### config.mk
export PLATFORM = sky130hd
export DESIGN_NAME = quiz_buzzer
export DESIGN_NICKNAME = d
export VERILOG_FILES = /design/src/rtl/quiz_buzzer_pkg.sv /design/src/rtl/quiz_ctrl.sv /design/src/rtl/quiz_datapath.sv /design/src/rtl/quiz_buzzer.sv
export SDC_FILE = /design/constraint.sdc
export NUM_CORES = 1
export LEC_CHECK = 0
export BUFFER_PORTS_ARGS = -buffer_cell sky130_fd_sc_hd__clkbuf_2
export CAP_MARGIN = 15
export CORE_MARGIN = 5
export CORE_UTILIZATION = 58
export DETAILED_ROUTE_END_ITERATION = 7
export HOLD_SLACK_MARGIN = 0.02
export PLACE_DENSITY = 0.87
export SYNTH_ARGS = -nofsm -noshare
export SYNTH_HDL_FRONTEND = slang
export SYNTH_SLANG_ARGS = --single-unit
### constraint.sdc
create_clock -name clk -period 5.6 [get_ports clk]
set_input_delay 0.56 -clock clk [delete_from_list [all_inputs] [get_ports clk]]
set_output_delay 0.56 -clock clk [all_outputs]
set_load 0.03 [all_outputs]
### src/rtl/quiz_buzzer_pkg.sv
`timescale 1ns/1ps
package quiz_buzzer_pkg;
  localparam int PLAYERS = 4;
  localparam int DIGIT_W = 4;
  localparam int SEG_W   = 7;
  localparam int SEL_W   = 3;
  localparam logic [DIGIT_W-1:0] CODE_NONE = 4'hF;

  typedef struct packed {
    logic run;   // a winner is latched, timer may count
    logic step;  // decrement on this edge
  } timerCtl_t;

  // active-low pattern with a single low bit -> player number
  function automatic logic [DIGIT_W-1:0] encodeWinner(input logic [PLAYERS-1:0] patN);
    case (patN)
      4'b1110: encodeWinner = 4'd1;
      4'b1101: encodeWinner = 4'd2;
      4'b1011: encodeWinner = 4'd3;
      4'b0111: encodeWinner = 4'd4;
      default: encodeWinner = CODE_NONE;
    endcase
  endfunction

  function automatic logic [SEG_W-1:0] segOf(input logic [DIGIT_W-1:0] d);
    case (d)
      4'd0: segOf = 7'h3F;
      4'd1: segOf = 7'h06;
      4'd2: segOf = 7'h5B;
      4'd3: segOf = 7'h4F;
      4'd4: segOf = 7'h66;
      4'd5: segOf = 7'h6D;
      4'd6: segOf = 7'h7D;
      4'd7: segOf = 7'h27;
      4'd8: segOf = 7'h7F;
      4'd9: segOf = 7'h6F;
      default: segOf = 7'h00;
    endcase
  endfunction
endpackage

### src/rtl/quiz_ctrl.sv
`timescale 1ns/1ps
module quiz_ctrl
  import quiz_buzzer_pkg::*;
#(
  parameter int BEEP_TICKS  = 3,
  parameter int SYNC_STAGES = 2
) (
  input  logic               clk,
  input  logic               rstN,
  input  logic               tick,
  input  logic [PLAYERS-1:0] btnN,
  output logic [PLAYERS-1:0] lamps,
  output logic               beep,
  output timerCtl_t          timerCtl
);
  localparam int BEEP_W = $clog2(BEEP_TICKS + 1);

  logic [SYNC_STAGES-1:0][PLAYERS-1:0] syncN;
  logic [PLAYERS-1:0] pressed;
  logic [PLAYERS-1:0] grant;
  logic [BEEP_W-1:0]  beepCnt;
  logic               locked;

  always_ff @(posedge clk or negedge rstN) begin
    if (!rstN) begin
      syncN <= '1;
    end else begin
      syncN[0] <= btnN;
      for (int s = 1; s < SYNC_STAGES; s++) syncN[s] <= syncN[s-1];
    end
  end

  assign pressed = ~syncN[SYNC_STAGES-1];
  assign locked  = |lamps;

  // lowest-numbered pressed player wins a tie
  always_comb begin
    logic found;
    found = 1'b0;
    grant = '0;
    for (int p = 0; p < PLAYERS; p++) begin
      if (pressed[p] && !found) begin
        grant[p] = 1'b1;
        found    = 1'b1;
      end
    end
  end

  always_ff @(posedge clk or negedge rstN) begin
    if (!rstN) begin
      lamps   <= '0;
      beepCnt <= '0;
    end else if (!locked && |pressed) begin
      lamps   <= grant;
      beepCnt <= BEEP_W'(BEEP_TICKS);
    end else if (tick && beepCnt != '0) begin
      beepCnt <= beepCnt - 1'b1;
    end
  end

  assign beep          = beepCnt != '0;
  assign timerCtl.run  = locked;
  assign timerCtl.step = locked && tick;
endmodule

### src/rtl/quiz_datapath.sv
`timescale 1ns/1ps
module quiz_datapath
  import quiz_buzzer_pkg::*;
(
  input  logic               clk,
  input  logic               rstN,
  input  timerCtl_t          timerCtl,
  input  logic [PLAYERS-1:0] lamps,
  output logic [DIGIT_W-1:0] tens,
  output logic [DIGIT_W-1:0] units,
  output logic               timeUp,
  output logic [DIGIT_W-1:0] winnerCode,
  output logic [SEL_W-1:0]   scanSel,
  output logic [SEG_W-1:0]   segments
);
  logic               atZero;
  logic [DIGIT_W-1:0] shownCode;

  assign atZero = (tens == '0) && (units == '0);

  always_ff @(posedge clk or negedge rstN) begin
    if (!rstN) begin
      tens   <= 4'd9;
      units  <= 4'd9;
      timeUp <= 1'b0;
    end else if (!timerCtl.run) begin
      tens   <= 4'd9;
      units  <= 4'd9;
      timeUp <= 1'b0;
    end else begin
      if (atZero) timeUp <= 1'b1;
      if (timerCtl.step && !atZero) begin
        if (units == '0) begin
          units <= 4'd9;
          tens  <= tens - 1'b1;
        end else begin
          units <= units - 1'b1;
        end
      end
    end
  end

  always_ff @(posedge clk or negedge rstN) begin
    if (!rstN) scanSel <= '0;
    else       scanSel <= scanSel + 1'b1;
  end

  assign winnerCode = encodeWinner(~lamps);

  always_comb begin
    case (scanSel)
      3'd0:    shownCode = winnerCode;
      3'd1:    shownCode = tens;
      3'd7:    shownCode = units;
      default: shownCode = CODE_NONE;
    endcase
  end

  assign segments = segOf(shownCode);
endmodule

### src/rtl/quiz_buzzer.sv
`timescale 1ns/1ps
module quiz_buzzer
  import quiz_buzzer_pkg::*;
#(
  parameter int BEEP_TICKS = 3
) (
  input  logic        clk,
  input  logic        rstN,
  input  logic        tick,
  input  logic [3:0]  btnN,
  output logic [3:0]  lamps,
  output logic [3:0]  winnerCode,
  output logic        buzzer,
  output logic        timeUp,
  output logic [3:0]  tens,
  output logic [3:0]  units,
  output logic [2:0]  scanSel,
  output logic [6:0]  segments
);
  timerCtl_t timerCtl;
  logic      beep;

  quiz_ctrl #(.BEEP_TICKS(BEEP_TICKS), .SYNC_STAGES(2)) ctrl (
    .clk(clk), .rstN(rstN), .tick(tick), .btnN(btnN),
    .lamps(lamps), .beep(beep), .timerCtl(timerCtl)
  );

  quiz_datapath dpath (
    .clk(clk), .rstN(rstN), .timerCtl(timerCtl), .lamps(lamps),
    .tens(tens), .units(units), .timeUp(timeUp),
    .winnerCode(winnerCode), .scanSel(scanSel), .segments(segments)
  );

  assign buzzer = beep | timeUp;
endmodule

# Word-level counts from Yosys, hierarchy flattened

Memory sizes are Yosys's and may differ from the RTL's.
Cells that the tools add are included.

Output and inout port bits: 28
Memories: 1
Bits of input ports: 7
Word-level logic and storage cells: 64
Bits in read-only memories: 112
Register bits: 26

Memory list:

| memory           | depth | width | rd ports | clocked after memory_dff | wr ports | RTL line              | RTL |
|---|---|---|---|---|---|---|---|
| (name not given) | 16    | 7     | 1        | 0                        | 0        | quiz_buzzer_pkg.sv:26 | `case (d)` |

Add/sub/neg operators: 4
Reductions and logical operators: 21
Bitwise logic cells: 3
Mux-type cells: 18
Equal/unequal tests: 9

Operator list:

| operator                                         | count |
|---|---|
| 2-to-1 mux 4 bit                                 | 6 |
| one-hot mux 4 bit (4 select lines)               | 1 |
| == test 4 bit, second input constant             | 3 |
| one-hot mux 4 bit (3 select lines)               | 1 |
| logical AND 1 bit                                | 8 |
| zero test 4 bit                                  | 2 |
| 2-to-1 mux 1 bit                                 | 8 |
| inverter 4 bit                                   | 2 |
| OR reduction 4 bit                               | 2 |
| subtractor 4 x 1 -> 4 bit, second input constant | 2 |
| != test 2 x 1 -> 1 bit, second input constant    | 3 |
| zero test 1 bit                                  | 5 |
| == test 4 x 3 -> 1 bit, second input constant    | 1 |
| 2-to-1 mux 2 bit                                 | 2 |
| nonzero test 2 bit                               | 2 |
| adder 3 x 1 -> 3 bit, second input constant      | 1 |
| == test 3 x 1 -> 1 bit, second input constant    | 1 |
| == test 3 bit, second input constant             | 1 |
| zero test 3 bit                                  | 1 |
| AND reduction 2 bit                              | 1 |
| subtractor 2 x 1 -> 2 bit, second input constant | 1 |
| OR 1 bit                                         | 1 |

# Logic depth before layout (Yosys ltp)

Word-level depth: 11
Mapped depth: 10
Gate-level depth less buffers: 9

# By module

From an unflattened synthesis, not the netlist that was laid out.

Cells, all modules: 162
Area, all modules: 1612.8 um2

Modules (own cells, without submodules):

| module        | cells each | seq. area each (um2) | times used | area each (um2) |
|---|---|---|---|---|
| quiz_datapath | 124        | 305.3                | 1          | 1089.8 |
| quiz_ctrl     | 37         | 360.3                | 1          | 516.7 |
| quiz_buzzer   | 1          | 0.0                  | 1          | 6.3 |

# Worst setup path after synthesis

OpenSTA, ideal clock, no wires.

Path type: register to output
Start point: register ctrl.lamps[3]
End point: output segments[6]
Path buffers: 1
Stages on the path, launching flop included: 9
Path slack: 2.314 ns
Arrival time: 2.726 ns
Data required time: 5.040 ns
Cell sequence: dfrtp_1 -> buf_4 -> xnor2_1 -> or3_4 -> a311oi_4 -> inv_2 -> ha_1 -> and2_2 -> o21ai_0

Word-level cells in the longest chain between the ends: 5
Elaborated cells on any way between the ends: 8
Classes of those cells: eq/ne (4); mux (2); bitwise (1); memory (1)

Ends and longest elaborated chain:

| element                                                        | RTL line              | RTL |
|---|---|---|
| start: declaration                                             | quiz_ctrl.sv:12       | `output logic [PLAYERS-1:0] lamps,` |
| start signal: assignment                                       | quiz_ctrl.sv:54       | `lamps <= grant;` |
| inverter 4 bit (*)                                             | quiz_datapath.sv:48   | `assign winnerCode = encodeWinner(~lamps);` |
| == test 4 x 3 -> 1 bit / == test 4 bit (equally long branches) | quiz_buzzer_pkg.sv:16 | `case (patN)` |
| one-hot mux 4 bit (4 select lines) (*)                         | quiz_buzzer_pkg.sv:16 |  |
| named net winnerCode[1]                                        | quiz_buzzer.sv:12     | `output logic [3:0] winnerCode,` |
| one-hot mux 4 bit (3 select lines) (*)                         | quiz_datapath.sv:51   | `case (scanSel)` |
| memory (16 x 7 bit) (*)                                        | --                    |  |
| end: declaration                                               | quiz_buzzer.sv:18     | `output logic [6:0] segments` |

Mark *: on every way through the listed nets, which the timed path passes. The rest lies on a longest branch.

# Worst setup path in the final report

Start point: register dpath.scanSel[0]
End point: output segments[0]

Word-level cells in the longest chain between the ends: 3
Elaborated cells on any way between the ends: 5
Classes of those cells: eq/ne (2); mux (1); reduce/logical (1); memory (1)

Ends and longest elaborated chain:

| element                                     | RTL line            | RTL |
|---|---|---|
| start: declaration                          | quiz_datapath.sv:13 | `output logic [SEL_W-1:0] scanSel,` |
| start signal: assignment                    | quiz_datapath.sv:45 | `else scanSel <= scanSel + 1'b1;` |
| == test 3 bit, or another cell as far along | quiz_datapath.sv:51 |  |
| one-hot mux 4 bit (3 select lines) (*)      | quiz_datapath.sv:51 |  |
| memory (16 x 7 bit) (*)                     | --                  |  |

Mark *: on every way between the ends. The rest lies on a longest branch, timed or not.

==> impl_metrics.csv <==
group,metric,value,unit
yosys,synthMuxAreaShare,0,%
timing,rsz0062_at_grt,"no",
yosys,synth_common_cells,"21 x nand2_1, 15 x ha_1, 15 x inv_1, 14 x dfrtp_1, 12 x dfstp_2",
timing,finalSetupViolCount,0,
yosys,synthSimpleGateAreaFrac,18.2,%
final_layout,area_growth,14.4,%
global_route,grt.overflow.total,0,
global_route,antenna_found_initial,0,
die,initial_core_util,58.8,%
timing,max_freq,304,MHz
flow_run,max-cap-violations,0,
yosys,synthArstFlopShare,100,%
final_layout,fin_nets,220,
worst_setup_path,worstReg2RegEnd,"dpath.tens[3]",
yosys,synth_seq_cells,26,
worst_setup_path,path_class,"reg2out",
power_and_ir_drop,finalPower,0.000913,W
power_and_ir_drop,ir_drop,415,uV
yosys,synth_top_cell_by_area,"dfrtp_1",
yosys,synth_top_family_by_area,"simple AND/OR/NAND/NOR gates",
yosys,postSynthAreaPerCell,9.69,um2
route,wl_per_cell,15.1,um
timing,fin_worst_skew,0.00301,ns
yosys,synth_adder_area_share,11.9,%
cts,path_clk_slew,0.13,ns
placed_design,post-place-ws,2.72,ns
route,drt_iter0_markers,31,
timing,worst_pin_slew,0.613,ns
worst_setup_path,start_kind,"register",
route,detail-route-antenna-nets,0,
final_layout,fin_cells,228,
final_layout,multi_input_comb_area,812,um2
global_route,grt_pass1_wl,5950,um
route,vias,1327,
worst_setup_path,crit_start,"dpath.scanSel[0]",
timing,post-route-period-util,58.7,%
worst_setup_path,cp.required,5.04,ns
cts,cts_max_level,1,
route,via_per_inst,5.82,
timing,post-route-min-period,3.29,ns
placed_design,portBuffers,34,
outcome,run_status,"finished clean",
worst_setup_path,critPathCaptureType,"output port",
yosys,synth_nets,185,
timing,finalHoldViolCount,0,
yosys,synth_compound_area_share,17.4,%
worst_setup_path,r2r_start,"dpath.units[1]",
power_and_ir_drop,p_per_area,505,nW/um2
yosys,synth-edff-count,0,
worst_setup_path,r2r_cells,7,
cts,cts_tree,"yes",
timing,tns,0,ns
timing,fin_ws,2.31,ns
cts,clock-root-buffer,"clkbuf_4",
worst_hold_path,hp-class,"in2async",
placed_design,placed_cells,224,
route,wl,3440,um
cts,cts_hold_buffers,0,
yosys,ys.flop_type,"dfrtp_1",
global_route,grt_busiest_layer,"met2",
worst_setup_path,r2r_slack,3.49,ns
timing,maxSlewHeadroom,59.1,%
global_route,met3_usage,3.42,%
die,core-area,2690,um2
placed_design,place_hpwl,2640,um
final_layout,drive_above_1_share,31.5,%
worst_setup_path,cp.arrival,2.73,ns
yosys,yosysMostFrequentCell,"nand2_1",
yosys,synthDistinctLibCells,43,
die,rows,19,
yosys,synth_top_area_share,22.2,%
final_layout,diodes,0,
yosys,yosys_warnings,0,
worst_setup_path,path_max_fanout,7,
cts,clock-sinks,26,
die,dieArea,3870,um2
cts,clockBufferDepth,2,
die,die_y,62.2,um
cts,ctsResizeCount,0,
yosys,synthTopCellsByArea,"dfrtp_1 22%, dfstp_2 20%, ha_1 12%, nand2_1 5.0%, inv_1 3.6%",
placed_design,gp_congestion,0.851,
route,dr.pass1.iters,5,
cts,post_cts_buffers,0,
cts,insertion_delay,0.32,ns
final_layout,ff_latch_area,666,um2
global_route,grt_max_degree,27,
timing,slew_violations,0,
route,drc,0,
die,top_level_ports,35,
global_route,grtUsageMet2,33.9,%
yosys,synth_xor_area_share,3.88,%
global_route,grt_pass1_vias,1371,
final_layout,nFillCells,213,
die,fp.dieW,62.2,um
global_route,track_usage,18.7,%
cts,numCtsBuffers,3,
yosys,synth_cells,163,
global_route,grt_util_met1,20.7,%
yosys,ys_seq_area_share,42.2,%
yosys,synth_area,1580,um2
power_and_ir_drop,p_leak,0.851,nW
[routing by layer]
| metal | vias to the layer above | wire (um) |
|---|---|---|
| li1 | 635 | - |
| met1 | 627 | 1350 |
| met2 | 52 | 1770 |
| met3 | 13 | 208 |
| met4 | 0 | 104 |
| met5 | - | 0 |
[logic make-up after synthesis]
kind of cell	Yosys count
simple gates	56
flops	26
compound gates	38
fa+ha+maj	15
buf+inv	21
xor+xnor	7
[area by class of cell]
type	instances	share of cell area (%)
clock inverters	1	1.66
inverters	16	3.32
repair buffers	35	9.83
multi-input cells	116	44.9
flip-flops and latches	26	36.8
clock buffers	3	1.25
well taps	31	2.15
[critical path, stage by stage, from the launching register on]
cell      delay (ns)
dfrtp_1         0.43
ha_1            0.31
ha_1            0.29
nand2_1         0.12
and4_1          0.24
a32oi_1         0.40
o21ai_0         0.19
o21ai_0         0.20
clkbuf_2        0.23
[report_power, final]
part	internal [W]	total, W	switching (W)	leakage (nW)
logic	0.000163	0.000493	0.000330	0.522
clock network	0.0000724	0.000127	0.0000548	0.0279
registers	0.000242	0.000293	0.0000508	0.302
total	0.000477	0.000913	0.000436	0.851
[layout by cell type, fill, tap and decap left out, types with 3 or more instances in the layout]
cell type,instances
nand3_1,4
dfrtp_1,14
o21ai_0,8
nor2_1,9
clkbuf_2,34
ha_1,15
inv_1,15
nand2b_1,3
xnor2_1,6
nand2_1,21
clkbuf_4,3
a21oi_1,9
a31oi_1,3
dfstp_2,12
o211ai_1,3
[how the worst max path moves through the flow]
stage                              to  slack (ns)
after floorplan           segments[6]        2.31
after global placement    segments[6]        2.85
after detailed placement  segments[3]        2.72
after CTS                 segments[3]        2.32
after global routing      segments[0]        2.03
final                     segments[0]        2.31
[metrics by stage]
step | utilization (%) | instance area [um2] | hold slack (ns)
after CTS | 67.3 | 1810 | 0.229
final | 67.3 | 1810 | 0.219
after global routing | 67.3 | 1810 | 0.234
after global placement | 65.3 | 1750 | 0.346
after detailed placement | 65.3 | 1750 | 0.348
after floorplan | - | 1580 | 0.264
[state kept, by name, summed over array words and instances, names as in the netlist]
register,flops
ctrl.syncN,8
ctrl.lamps,4
dpath.tens,4
dpath.units,4
dpath.scanSel,3
ctrl.beepCnt,2
dpath.timeUp,1
No activity file was read; power rests on OpenSTA's default activity.
